`src/rtl/fgl_pkg.sv`:
```
package fgl_pkg;
  typedef enum logic [1:0] {
    CLS_VLAN      = 2'd0,
    CLS_FINE      = 2'd1,
    CLS_UNKNOWN   = 2'd2,
    CLS_MALFORMED = 2'd3
  } lbl_class_e;

  localparam logic [15:0] ETYPE_VLAN = 16'h8100;
  localparam logic [15:0] ETYPE_FINE = 16'h893B;
  localparam int PRIO_W = 3;
endpackage

```
`src/rtl/fgl_pos_counter.sv`:
```
module fgl_pos_counter #(
  parameter int MAX_POS = 19,
  localparam int POS_W = $clog2(MAX_POS + 2)
) (
  input  logic             clk,
  input  logic             rst_n,
  input  logic             beat,
  input  logic             sof,
  output logic [POS_W-1:0] pos
);
  localparam logic [POS_W-1:0] SAT = POS_W'(MAX_POS + 1);

  logic [POS_W-1:0] cnt_q, cnt_d;

  always_comb begin
    cnt_d = cnt_q;
    if (beat) begin
      if (sof) cnt_d = POS_W'(1);
      else if (cnt_q != SAT) cnt_d = cnt_q + POS_W'(1);
    end
  end

  always_ff @(posedge clk or negedge rst_n) begin
    if (!rst_n) cnt_q <= '0;
    else        cnt_q <= cnt_d;
  end

  assign pos = sof ? '0 : cnt_q;
endmodule

```
`src/rtl/fgl_hdr_capture.sv`:
```
module fgl_hdr_capture #(
  parameter int HDR_BYTES = 12,
  parameter int W1_POS    = 15,
  parameter int POS_W     = 5,
  localparam int MAC_W    = HDR_BYTES * 8
) (
  input  logic             clk,
  input  logic             rst_n,
  input  logic             beat,
  input  logic [POS_W-1:0] pos,
  input  logic [7:0]       data,
  output logic [15:0]      word,
  output logic [15:0]      w1,
  output logic [MAC_W-1:0] macs
);
  logic [MAC_W-1:0] mac_q, mac_d;
  logic [7:0]       hi_q, hi_d;
  logic [15:0]      w1_q, w1_d;

  assign word = {hi_q, data};

  always_comb begin
    mac_d = mac_q;
    hi_d  = hi_q;
    w1_d  = w1_q;
    if (beat) begin
      hi_d = data;
      if (pos < POS_W'(HDR_BYTES)) mac_d = {mac_q[MAC_W-9:0], data};
      if (pos == POS_W'(W1_POS))   w1_d  = word;
    end
  end

  always_ff @(posedge clk or negedge rst_n) begin
    if (!rst_n) begin
      mac_q <= '0;
      hi_q  <= '0;
      w1_q  <= '0;
    end else begin
      mac_q <= mac_d;
      hi_q  <= hi_d;
      w1_q  <= w1_d;
    end
  end

  assign w1   = w1_q;
  assign macs = mac_q;
endmodule

```
`src/rtl/fgl_label_classifier.sv`:
```
module fgl_label_classifier
  import fgl_pkg::*;
#(
  parameter int POS_W    = 5,
  parameter int ETH_POS  = 13,
  parameter int W1_POS   = 15,
  parameter int ETH2_POS = 17,
  parameter int W2_POS   = 19,
  parameter int PART_W   = 12,
  localparam int LBL_W   = 2 * PART_W
) (
  input  logic              clk,
  input  logic              rst_n,
  input  logic              beat,
  input  logic              sof,
  input  logic              eof,
  input  logic [POS_W-1:0]  pos,
  input  logic [15:0]       word,
  input  logic [15:0]       w1,
  input  logic              vlan_only,
  output logic              res_valid,
  output lbl_class_e        res_class,
  output logic [LBL_W-1:0]  res_label,
  output logic [PRIO_W-1:0] res_prio,
  output logic              res_dei,
  output logic              res_discard
);
  logic              active_q, active_d;
  logic              fine_q, fine_d;
  logic              refuse_q, refuse_d;
  logic              valid_q, valid_d;
  lbl_class_e        cls_q, cls_d;
  logic [LBL_W-1:0]  lbl_q, lbl_d;
  logic [PRIO_W-1:0] prio_q, prio_d;
  logic              dei_q, dei_d;
  logic              disc_q, disc_d;

  logic              fin;
  lbl_class_e        f_cls;
  logic [LBL_W-1:0]  f_lbl;
  logic [PRIO_W-1:0] f_prio;
  logic              f_dei;
  logic              f_disc;

  always_comb begin
    active_d = active_q;
    fine_d   = fine_q;
    refuse_d = refuse_q;
    valid_d  = valid_q;
    cls_d    = cls_q;
    lbl_d    = lbl_q;
    prio_d   = prio_q;
    dei_d    = dei_q;
    disc_d   = disc_q;
    fin      = 1'b0;
    f_cls    = CLS_MALFORMED;
    f_lbl    = '0;
    f_prio   = '0;
    f_dei    = 1'b0;
    f_disc   = 1'b1;
    if (beat) begin
      if (sof) begin
        active_d = 1'b1;
        valid_d  = 1'b0;
      end
      if (sof || active_q) begin
        if (pos == POS_W'(ETH_POS)) begin
          if (word == ETYPE_VLAN) begin
            fine_d = 1'b0;
          end else if (word == ETYPE_FINE) begin
            fine_d   = 1'b1;
            refuse_d = vlan_only;
          end else begin
            fin   = 1'b1;
            f_cls = CLS_UNKNOWN;
          end
        end else if (pos == POS_W'(W1_POS)) begin
          if (!fine_q) begin
            fin    = 1'b1;
            f_cls  = CLS_VLAN;
            f_lbl  = {{PART_W{1'b0}}, word[PART_W-1:0]};
            f_prio = word[15:13];
            f_dei  = word[12];
            f_disc = 1'b0;
          end
        end else if (pos == POS_W'(ETH2_POS)) begin
          if (word != ETYPE_FINE) begin
            fin   = 1'b1;
            f_cls = CLS_MALFORMED;
          end
        end else if (pos == POS_W'(W2_POS)) begin
          fin    = 1'b1;
          f_cls  = CLS_FINE;
          f_lbl  = {w1[PART_W-1:0], word[PART_W-1:0]};
          f_prio = w1[15:13];
          f_dei  = w1[12];
          f_disc = refuse_q;
        end
        if (!fin && eof) begin
          fin   = 1'b1;
          f_cls = CLS_MALFORMED;
        end
        if (fin) begin
          active_d = 1'b0;
          valid_d  = 1'b1;
          cls_d    = f_cls;
          lbl_d    = f_lbl;
          prio_d   = f_prio;
          dei_d    = f_dei;
          disc_d   = f_disc;
        end
      end
    end
  end

  always_ff @(posedge clk or negedge rst_n) begin
    if (!rst_n) begin
      active_q <= 1'b0;
      fine_q   <= 1'b0;
      refuse_q <= 1'b0;
      valid_q  <= 1'b0;
      cls_q    <= CLS_VLAN;
      lbl_q    <= '0;
      prio_q   <= '0;
      dei_q    <= 1'b0;
      disc_q   <= 1'b0;
    end else begin
      active_q <= active_d;
      fine_q   <= fine_d;
      refuse_q <= refuse_d;
      valid_q  <= valid_d;
      cls_q    <= cls_d;
      lbl_q    <= lbl_d;
      prio_q   <= prio_d;
      dei_q    <= dei_d;
      disc_q   <= disc_d;
    end
  end

  assign res_valid   = valid_q;
  assign res_class   = cls_q;
  assign res_label   = lbl_q;
  assign res_prio    = prio_q;
  assign res_dei     = dei_q;
  assign res_discard = disc_q;
endmodule

```
`src/rtl/fgl_inner_label_parser.sv`:
```
module fgl_inner_label_parser
  import fgl_pkg::*;
#(
  parameter int MAC_BYTES   = 6,
  parameter int PART_W      = 12,
  parameter int SYNC_STAGES = 2,
  localparam int HDR_BYTES  = 2 * MAC_BYTES,
  localparam int LBL_W      = 2 * PART_W,
  localparam int MAC_W      = HDR_BYTES * 8,
  localparam int KEY_W      = 1 + LBL_W + MAC_W
) (
  input  logic             clk,
  input  logic             rst_n,
  input  logic             cfg_vlan_only,
  input  logic             in_valid,
  input  logic             in_sof,
  input  logic             in_eof,
  input  logic [7:0]       in_data,
  output logic             res_valid,
  output logic [1:0]       res_class,
  output logic [LBL_W-1:0] res_label,
  output logic [2:0]       res_prio,
  output logic             res_dei,
  output logic             res_discard,
  output logic [KEY_W-1:0] res_flow_key
);
  localparam int ETH_POS  = HDR_BYTES + 1;
  localparam int W1_POS   = HDR_BYTES + 3;
  localparam int ETH2_POS = HDR_BYTES + 5;
  localparam int W2_POS   = HDR_BYTES + 7;
  localparam int POS_W    = $clog2(W2_POS + 2);

  logic [SYNC_STAGES-1:0] sync_q;
  logic                   core_rst_n;
  logic                   beat;
  logic [POS_W-1:0]       pos;
  logic [15:0]            word, w1;
  logic [MAC_W-1:0]       macs;
  lbl_class_e             cls;

  always_ff @(posedge clk or negedge rst_n) begin
    if (!rst_n) sync_q <= '0;
    else        sync_q <= {sync_q[SYNC_STAGES-2:0], 1'b1};
  end
  assign core_rst_n = sync_q[SYNC_STAGES-1];

  assign beat = in_valid;

  fgl_pos_counter #(.MAX_POS(W2_POS)) u_pos (
    .clk   (clk),
    .rst_n (core_rst_n),
    .beat  (beat),
    .sof   (in_sof),
    .pos   (pos)
  );

  fgl_hdr_capture #(
    .HDR_BYTES (HDR_BYTES),
    .W1_POS    (W1_POS),
    .POS_W     (POS_W)
  ) u_cap (
    .clk   (clk),
    .rst_n (core_rst_n),
    .beat  (beat),
    .pos   (pos),
    .data  (in_data),
    .word  (word),
    .w1    (w1),
    .macs  (macs)
  );

  fgl_label_classifier #(
    .POS_W    (POS_W),
    .ETH_POS  (ETH_POS),
    .W1_POS   (W1_POS),
    .ETH2_POS (ETH2_POS),
    .W2_POS   (W2_POS),
    .PART_W   (PART_W)
  ) u_cls (
    .clk         (clk),
    .rst_n       (core_rst_n),
    .beat        (beat),
    .sof         (in_sof),
    .eof         (in_eof),
    .pos         (pos),
    .word        (word),
    .w1          (w1),
    .vlan_only   (cfg_vlan_only),
    .res_valid   (res_valid),
    .res_class   (cls),
    .res_label   (res_label),
    .res_prio    (res_prio),
    .res_dei     (res_dei),
    .res_discard (res_discard)
  );

  assign res_class    = cls;
  assign res_flow_key = {cls == CLS_FINE, res_label, macs};
endmodule

```
`config.mk`:
```
export PLATFORM = sky130hd
export DESIGN_NAME = fgl_inner_label_parser
export DESIGN_NICKNAME = d
export VERILOG_FILES = /design/src/rtl/fgl_pkg.sv /design/src/rtl/fgl_pos_counter.sv /design/src/rtl/fgl_hdr_capture.sv /design/src/rtl/fgl_label_classifier.sv /design/src/rtl/fgl_inner_label_parser.sv
export SDC_FILE = /design/constraint.sdc
export NUM_CORES = 1
export LEC_CHECK = 0
export BUFFER_PORTS_ARGS = -buffer_cell sky130_fd_sc_hd__buf_2
export CAP_MARGIN = 10
export CORE_ASPECT_RATIO = 0.9
export CORE_MARGIN = 1
export CORE_UTILIZATION = 44
export CTS_BUF_LIST = sky130_fd_sc_hd__clkbuf_4 sky130_fd_sc_hd__clkbuf_8
export DETAILED_ROUTE_END_ITERATION = 7
export PLACE_DENSITY = 0.75
export SYNTH_ARGS = -nofsm -noshare
export SYNTH_HDL_FRONTEND = slang
export SYNTH_SLANG_ARGS = --single-unit
```
`constraint.sdc`:
```
create_clock -name clk -period 5.85 [get_ports clk]
set_input_delay 0.2925 -clock clk [delete_from_list [all_inputs] [get_ports clk]]
set_output_delay 0.2925 -clock clk [all_outputs]
set_load 0.005 [all_outputs]
```
# ---- Yosys cells after proc, flatten, opt, wreduce, memory -nomap -nowiden
# Index checks and enable logic that the tools add are counted.
dict set report word_totals {
  ff_bits 162
  elab_cells 89
  output_inout_bits 153
  inputBits 14
}
dict set report op_classes {
  muxes 52
  n_eq_ne 9
  addsub 1
  reduce_logical 11
  n_bitwise 1
  magnitude_cmp 1
}
# op count
set ops {}
lappend ops {{2-to-1 mux 24 bit} 4}
lappend ops {{equality test 16 bit, second input constant} 2}
lappend ops {{2-to-1 mux 1 bit} 32}
lappend ops {{!= test 16 bit, second input constant} 1}
lappend ops {{2-to-1 mux 3 bit} 5}
lappend ops {{2-to-1 mux 5 bit} 3}
lappend ops {{2-to-1 mux 2 bit} 7}
lappend ops {{2-to-1 mux 12 bit} 1}
lappend ops {{equality test 5 x 4 -> 1 bit, second input constant} 2}
lappend ops {{equality test 5 bit, second input constant} 2}
lappend ops {{AND reduction 2 bit} 3}
lappend ops {{adder 5 x 1 -> 5 bit, second input constant} 1}
lappend ops {{less-than comparator 5 x 4 -> 1 bit, second input constant} 1}
lappend ops {{!= test 5 bit, second input constant} 1}
lappend ops {{AND reduction 5 bit} 1}
lappend ops {{AND reduction 4 bit} 1}
lappend ops {{nonzero test 2 bit} 2}
lappend ops {{AND reduction 3 bit} 1}
lappend ops {{equality test 2 x 1 -> 1 bit, second input constant} 1}
lappend ops {{logical AND 1 bit} 1}
lappend ops {{logical NOT 1 bit} 1}
lappend ops {{logical OR 1 bit} 1}
lappend ops {{inverter 1 bit} 1}

# ---- Depth between registers and ports, before layout
dict set report depth {
  word_depth 15
  ltp_mapped 8
}

# ---- Hierarchy
# A second synthesis with hierarchy kept.
dict set report hier_totals {
  cells_unflattened 446
  area_unflattened_um2 6613.8
}
# mod cells_each seq_area_each_um2 area_each_um2 instances
set by_module_without_submodules {}
lappend by_module_without_submodules {fgl_hdr_capture 265 3002.9 4526.8 1}
lappend by_module_without_submodules {fgl_label_classifier 118 875.8 1502.7 1}
lappend by_module_without_submodules {fgl_pos_counter 35 125.1 336.6 1}
lappend by_module_without_submodules {fgl_inner_label_parser 28 50.0 247.7 1}

# ---- Least setup slack after synthesis
# OpenSTA, ideal clock, no wires.
dict set report synth_timing {
  kind {register to register}
  startpoint {reg u_cap.hi_q[5]}
  endpoint {reg u_cls.dei_q, in the netlist u_cls.res_dei}
  synth_period_minus_slack_ns 1.959
  path_stages_with_launch 8
  setup_slack_ns 3.891
  t_arrival_ns 1.834
  setup_ns 0.125
  n_path_buf 1
  path_cell_list {dfrtp_1 > nor4b_1 > nand2_1 > or2_1 > a21oi_1 > a31o_2 > buf_6 > mux2_4}
}
dict set report synth_between {
  elab_chain_len 13
  word_cells_on_any_way 17
  cone_classes {eq/ne: 3; mux: 11; reduce/logical: 3}
}
# element line_no
set synth_rtl {}
lappend synth_rtl {{from (decl)} fgl_hdr_capture.sv:17} ;# logic [7:0] hi_q, hi_d;
lappend synth_rtl {{from (signal assigned)} fgl_hdr_capture.sv:40} ;# hi_q <= hi_d;
lappend synth_rtl {{!= test 16 bit} fgl_label_classifier.sv:87} ;# if (word != ETYPE_FINE) begin
lappend synth_rtl {{2-to-1 mux 1 bit} fgl_label_classifier.sv:87}
lappend synth_rtl {{2-to-1 mux 1 bit} fgl_label_classifier.sv:86} ;# end else if (pos == POS_W'(ETH2_POS)) begin
lappend synth_rtl {{2-to-1 mux 1 bit} fgl_label_classifier.sv:77} ;# end else if (pos == POS_W'(W1_POS)) begin
lappend synth_rtl {{2-to-1 mux 1 bit *} fgl_label_classifier.sv:67} ;# if (pos == POS_W'(ETH_POS)) begin
lappend synth_rtl {{2-to-1 mux 1 bit *} fgl_label_classifier.sv:66} ;# if (sof || active_q) begin
lappend synth_rtl {{2-to-1 mux 1 bit *} fgl_label_classifier.sv:61} ;# if (beat) begin
lappend synth_rtl {{logical NOT 1 bit} fgl_label_classifier.sv:99} ;# if (!fin && eof) begin
lappend synth_rtl {{logical AND 1 bit} fgl_label_classifier.sv:99}
lappend synth_rtl {{2-to-1 mux 1 bit *} fgl_label_classifier.sv:99}
lappend synth_rtl {{2-to-1 mux 1 bit *} fgl_label_classifier.sv:66}
lappend synth_rtl {{2-to-1 mux 1 bit *} fgl_label_classifier.sv:61}
lappend synth_rtl {{AND reduction 3 bit (no line) *} n/a}
lappend synth_rtl {{to (signal assigned)} fgl_label_classifier.sv:135} ;# dei_q <= dei_d;
lappend synth_rtl {{to (decl)} fgl_label_classifier.sv:35} ;# logic dei_q, dei_d;
# Every way passes the cells marked *; elsewhere a longest branch is shown, timed or not. The select of a mux whose other input is x is not followed.
# A chain may end at the register's enable or synchronous reset.

# ---- Worst setup path in the final report
dict set report layout_timing {
  startpoint {reg u_pos.cnt_q[2]}
  endpoint {reg u_cap.mac_q[35], in the netlist u_cap.macs[35]}
}
dict set report layout_between {
  elab_chain_len 3
}
# element line_no
set layout_rtl {}
lappend layout_rtl {{from (decl)} fgl_pos_counter.sv:13} ;# logic [POS_W-1:0] cnt_q, cnt_d;
lappend layout_rtl {{from (signal assigned)} fgl_pos_counter.sv:25} ;# else cnt_q <= cnt_d;
lappend layout_rtl {{2-to-1 mux 5 bit} fgl_pos_counter.sv:28} ;# assign pos = sof ? '0 : cnt_q;
lappend layout_rtl {{less-than comparator 5 x 4 -> 1 bit} fgl_hdr_capture.sv:28} ;# if (pos < POS_W'(HDR_BYTES)) mac_d = {mac_q[MAC_W-9:0], data};
lappend layout_rtl {{AND reduction 2 bit (no line)} n/a}
lappend layout_rtl {{to (signal assigned)} fgl_hdr_capture.sv:39} ;# mac_q <= mac_d;
lappend layout_rtl {{to (decl)} fgl_hdr_capture.sv:16} ;# logic [MAC_W-1:0] mac_q, mac_d;
# Every way passes these cells.

==> Implementation_results.wiki <==
{| class="wikitable"
! Metric !! Value
|-
| Maximum ir drop on the vdd rail || around 0.00024 V
|-
| Post-CTS Setup Repair Bufs || 0
|-
| Final setup TNS || 0 ps
|-
| Xor/xnor cell area share of the yosys netlist || 0.272%
|-
| Outcome || finished clean
|-
| Clock sink total || 162
|-
| Count of nets left with antenna violations after detail routing || 0
|-
| Data required time at the worst endpoint || 6190 ps
|-
| Number of standard cells after synthesis || 433
|-
| Total routed wirelength || roughly 13000 µm
|-
| Share of synthesized area occupied by flip-flops and latches || 62.9%
|-
| Signed area change from the synthesized netlist to the final layout || 19.6%
|-
| Number of antenna violations at the first check in global routing || 0
|-
| Non-Filler Cell Area, Final || slightly below 8000 µm²
|-
| Total Die Area || 15100 µm²
|-
| Worst setup slack before clock tree synthesis || 3270 ps
|-
| Sequential cell area || between 4000 and 5000 µm²
|-
| Count of state elements after synthesis || roughly 160
|-
| Core area || 14200 µm²
|-
| Leakage Power || 0.00378 µW
|-
| Starting utilization of the core area || 45.5%
|-
| Largest family of logic cells by synthesized area || multiplexers
|-
| Routed via count || about 4000
|-
| Clock tree from TritonCTS || done
|-
| Top library cells by usage in the layout, fill and taps aside || sky130_fd_sc_hd__buf_2 (166), sky130_fd_sc_hd__dfrtp_1 (161), sky130_fd_sc_hd__mux2_2 (120)
|-
| Multi-input gate area || between 2000 and 2500 µm²
|-
| RSZ-0062 raised after global routing || false
|-
| Post-synth cell types || 40
|-
| Worst hold path class || input pin to register
|-
| Clk_skew || 14.5 ps
|-
| Fraction of final layout cells sized beyond drive strength 1 || 56.5%
|-
| Diodes inserted || 0
|-
| Avg WL per Cell || ~17 µm
|-
| Setup violators final || 0
|-
| Type of the worst setup path || register to register
|-
| DR vias/cell || between 5 and 6
|-
| Final worst-path cycle share || 44.2%
|-
| Count of pins over their slew limit || 0
|-
| Power per standard cell area || 435 nW/µm²
|-
| Post-synthesis async set-or-reset flop share || 100%
|-
| Residual DRC count || 0
|-
| Number of enable flip-flop cells after synthesis || 0
|-
| HPWL Detailed || 9350 µm
|-
| Mux contribution to synthesized area || 22.5%
|-
| Adder and majority cell fraction of the synthesized area || 0.389%
|-
| Critical path data arrival time || 2930 ps
|-
| GRT Total Usage || about a fifth
|-
| Max_cap viols || 0
|-
| Clock edge transition at the registers on the reported setup and hold paths || 80 ps
|-
| Mean Syn Cell Area || between 10 and 15 µm²
|-
| Min Clock Period, post-route || around 2600 ps
|-
| Post-synth top flop || sky130_fd_sc_hd__dfrtp_1
|-
| Total power draw || 3350 µW
|-
| FMAX || 0.386 GHz
|-
| Chip Height || around 120 µm
|-
| Wire length of the first global-routing pass || 21000 µm
|-
| Root buffer cell || sky130_fd_sc_hd__clkbuf_8
|-
| Final non-filler cell total || 786
|-
| Number of nets in the layout || ~600
|-
| Clock insertion delay at the later pin of the skew report || roughly 470 ps
|-
| Post-synthesis compound-gate area fraction || 5.63%
|-
| Leading cell type in the layout, fill and taps excluded || sky130_fd_sc_hd__buf_2
|-
| Startpoint class of the critical path || register
|-
| Iteration-0 DRC Markers || around 260
|-
| Transition time of the tightest slew-check pin || 940 ps
|-
| Final-layout fill cell count || 1198
|-
| Buffers from clock root to sink, at most || 2
|-
| Max H-tree Level || 4
|-
| Basic-gate share of the synthesized area counting and, or, nand and nor cells || 3.77%
|-
| Number of iterations in the first detailed-routing pass || 5
|-
| Mapped Area || 6440 µm²
|-
| Number of clock buffers inserted by TritonCTS || 17
|-
| Pin count of the biggest net entering global routing || 76
|-
| Grt total ovfl || 0
|-
| Final Hold Fails || 0
|-
| Cell Rows || 41
|-
| Crit. End Element || register
|-
| Weighted congestion reported at the end of routability-driven placement || 0.839
|-
| IO Pins || 167
|-
| Worst rel slew slack || 37.1%
|-
| Post-placement cell count || 753
|-
| Highest net fanout along the worst path || 74
|-
| Total placed instance area || about 7300 µm²
|-
| Yosys warns || 0
|-
| Worst-case setup margin in the final layout || around 3300 ps
|-
| Chip Width || 130 µm
|-
| Net count after synthesis || 449
|-
| Via count of the first global-routing pass || between 3000 and 4000
|-
| IO Port Bufs || 166
|}
[sequential cells by signal (all words and copies together), names as in the netlist]
register,count
sync_q,2
u_cap.hi_q,8
u_cap.macs,96
u_cap.w1,16
u_cls.active_q,1
u_cls.fine_q,1
u_cls.refuse_q,1
u_cls.res_class,2
u_cls.res_dei,1
u_cls.res_discard,1
u_cls.res_label,24
u_cls.res_prio,3
u_cls.res_valid,1
u_pos.cnt_q,5
[per-stage QoR]
step	utilization [%]	hold WS, ps
2_1_floorplan	-	-3.09
3_3_place_gp	51.5	79.5
3_5_place_dp	51.5	80.7
4_1_cts	54.4	6.87
5_1_grt	54.4	36.0
6_report	54.4	32.1
[metal layers]
| layer | up-vias | global-route usage [%] | share of wire (%) |
|---|---|---|---|
| met5 | - | 0 | 0 |
| met4 | 0 | 8.53 | 1.4 |
| met3 | 21 | 5.27 | 5.8 |
| met2 | 133 | 28.2 | 47 |
| met1 | 2032 | 25.0 | 45 |
| li1 | 1827 | - | - |
[synth_stat cells, drive strengths merged (3+ instances only)]
library cell	instances	share of area [%]
nand3	5	0.39
buf	37	3.9
inv	3	0.17
clkbuf	7	0.41
or3	3	0.37
dfrtp	162	63
nand2	10	0.58
nor2	11	0.64
mux2	126	22
a21oi	11	0.85
o21ai	3	0.23
nor3	3	0.49
a22o	28	3.8
[critical path, stage by stage, from the launching register on]
cell                      delay, ps
sky130_fd_sc_hd__dfrtp_1        560
sky130_fd_sc_hd__a21oi_1        180
sky130_fd_sc_hd__o21ai_4        150
sky130_fd_sc_hd__buf_4          320
sky130_fd_sc_hd__buf_4          780
sky130_fd_sc_hd__mux2_2         420
[repair_timing]
action,in CTS,in global routing
resized for setup,0,0
endpoints found under the setup margin,0,0
endpoints found under the hold margin,2,0
hold buffers,1,0
[final cells by class]
cell class / instances / area share, %
Tap cell: 193 / 3.13
Sequential cell: 162 / 52.7
Clock inverter: 13 / 1.95
Multi-Input combinational cell: 224 / 27.4
Clock buffer: 19 / 3.31
Inverter: 3 / 0.146
Timing Repair Buffer: 172 / 11.4
[report_power, final]
| group | leakage, µW | switching (µW) | total [µW] | internal [µW] |
|---|---|---|---|---|
| clock | 0.000206 | 429 | 831 | 402 |
| combinational | 0.00157 | 330 | 818 | 488 |
| sequential | 0.00201 | 249 | 1700 | 1450 |
| total | 0.00378 | 1010 | 3350 | 2340 |
[path summary, 6_finish.rpt]
check,start,end,slack (ps),cells past startpoint
setup / recovery,u_pos.cnt_q[2],u_cap.macs[35],3260,5
hold / removal,cfg_vlan_only,u_cls.refuse_q,30,2
min in group asynchronous,rst_n,sync_q[0],130,2
setup reg to reg,u_pos.cnt_q[2],u_cap.macs[35],3260,5
max in group asynchronous,sync_q[1],u_cap.macs[38],4450,1
hold reg to reg,sync_q[1],u_cls.res_label[10],200,0
[logic make-up (layout without fill, tap and decap cells)]
logic type | Yosys count | after routing
AOI/OAI and AO/OA | 48 | 48
xor gates and xnor gates | 2 | 2
adders and majority gates | 2 | 2
buffers and inverters | 47 | 207
DFF | 162 | 162
muxes | 127 | 127
other | 1 | 1
and+or+nand+nor | 44 | 44
Power figures use the tool's default switching activity.
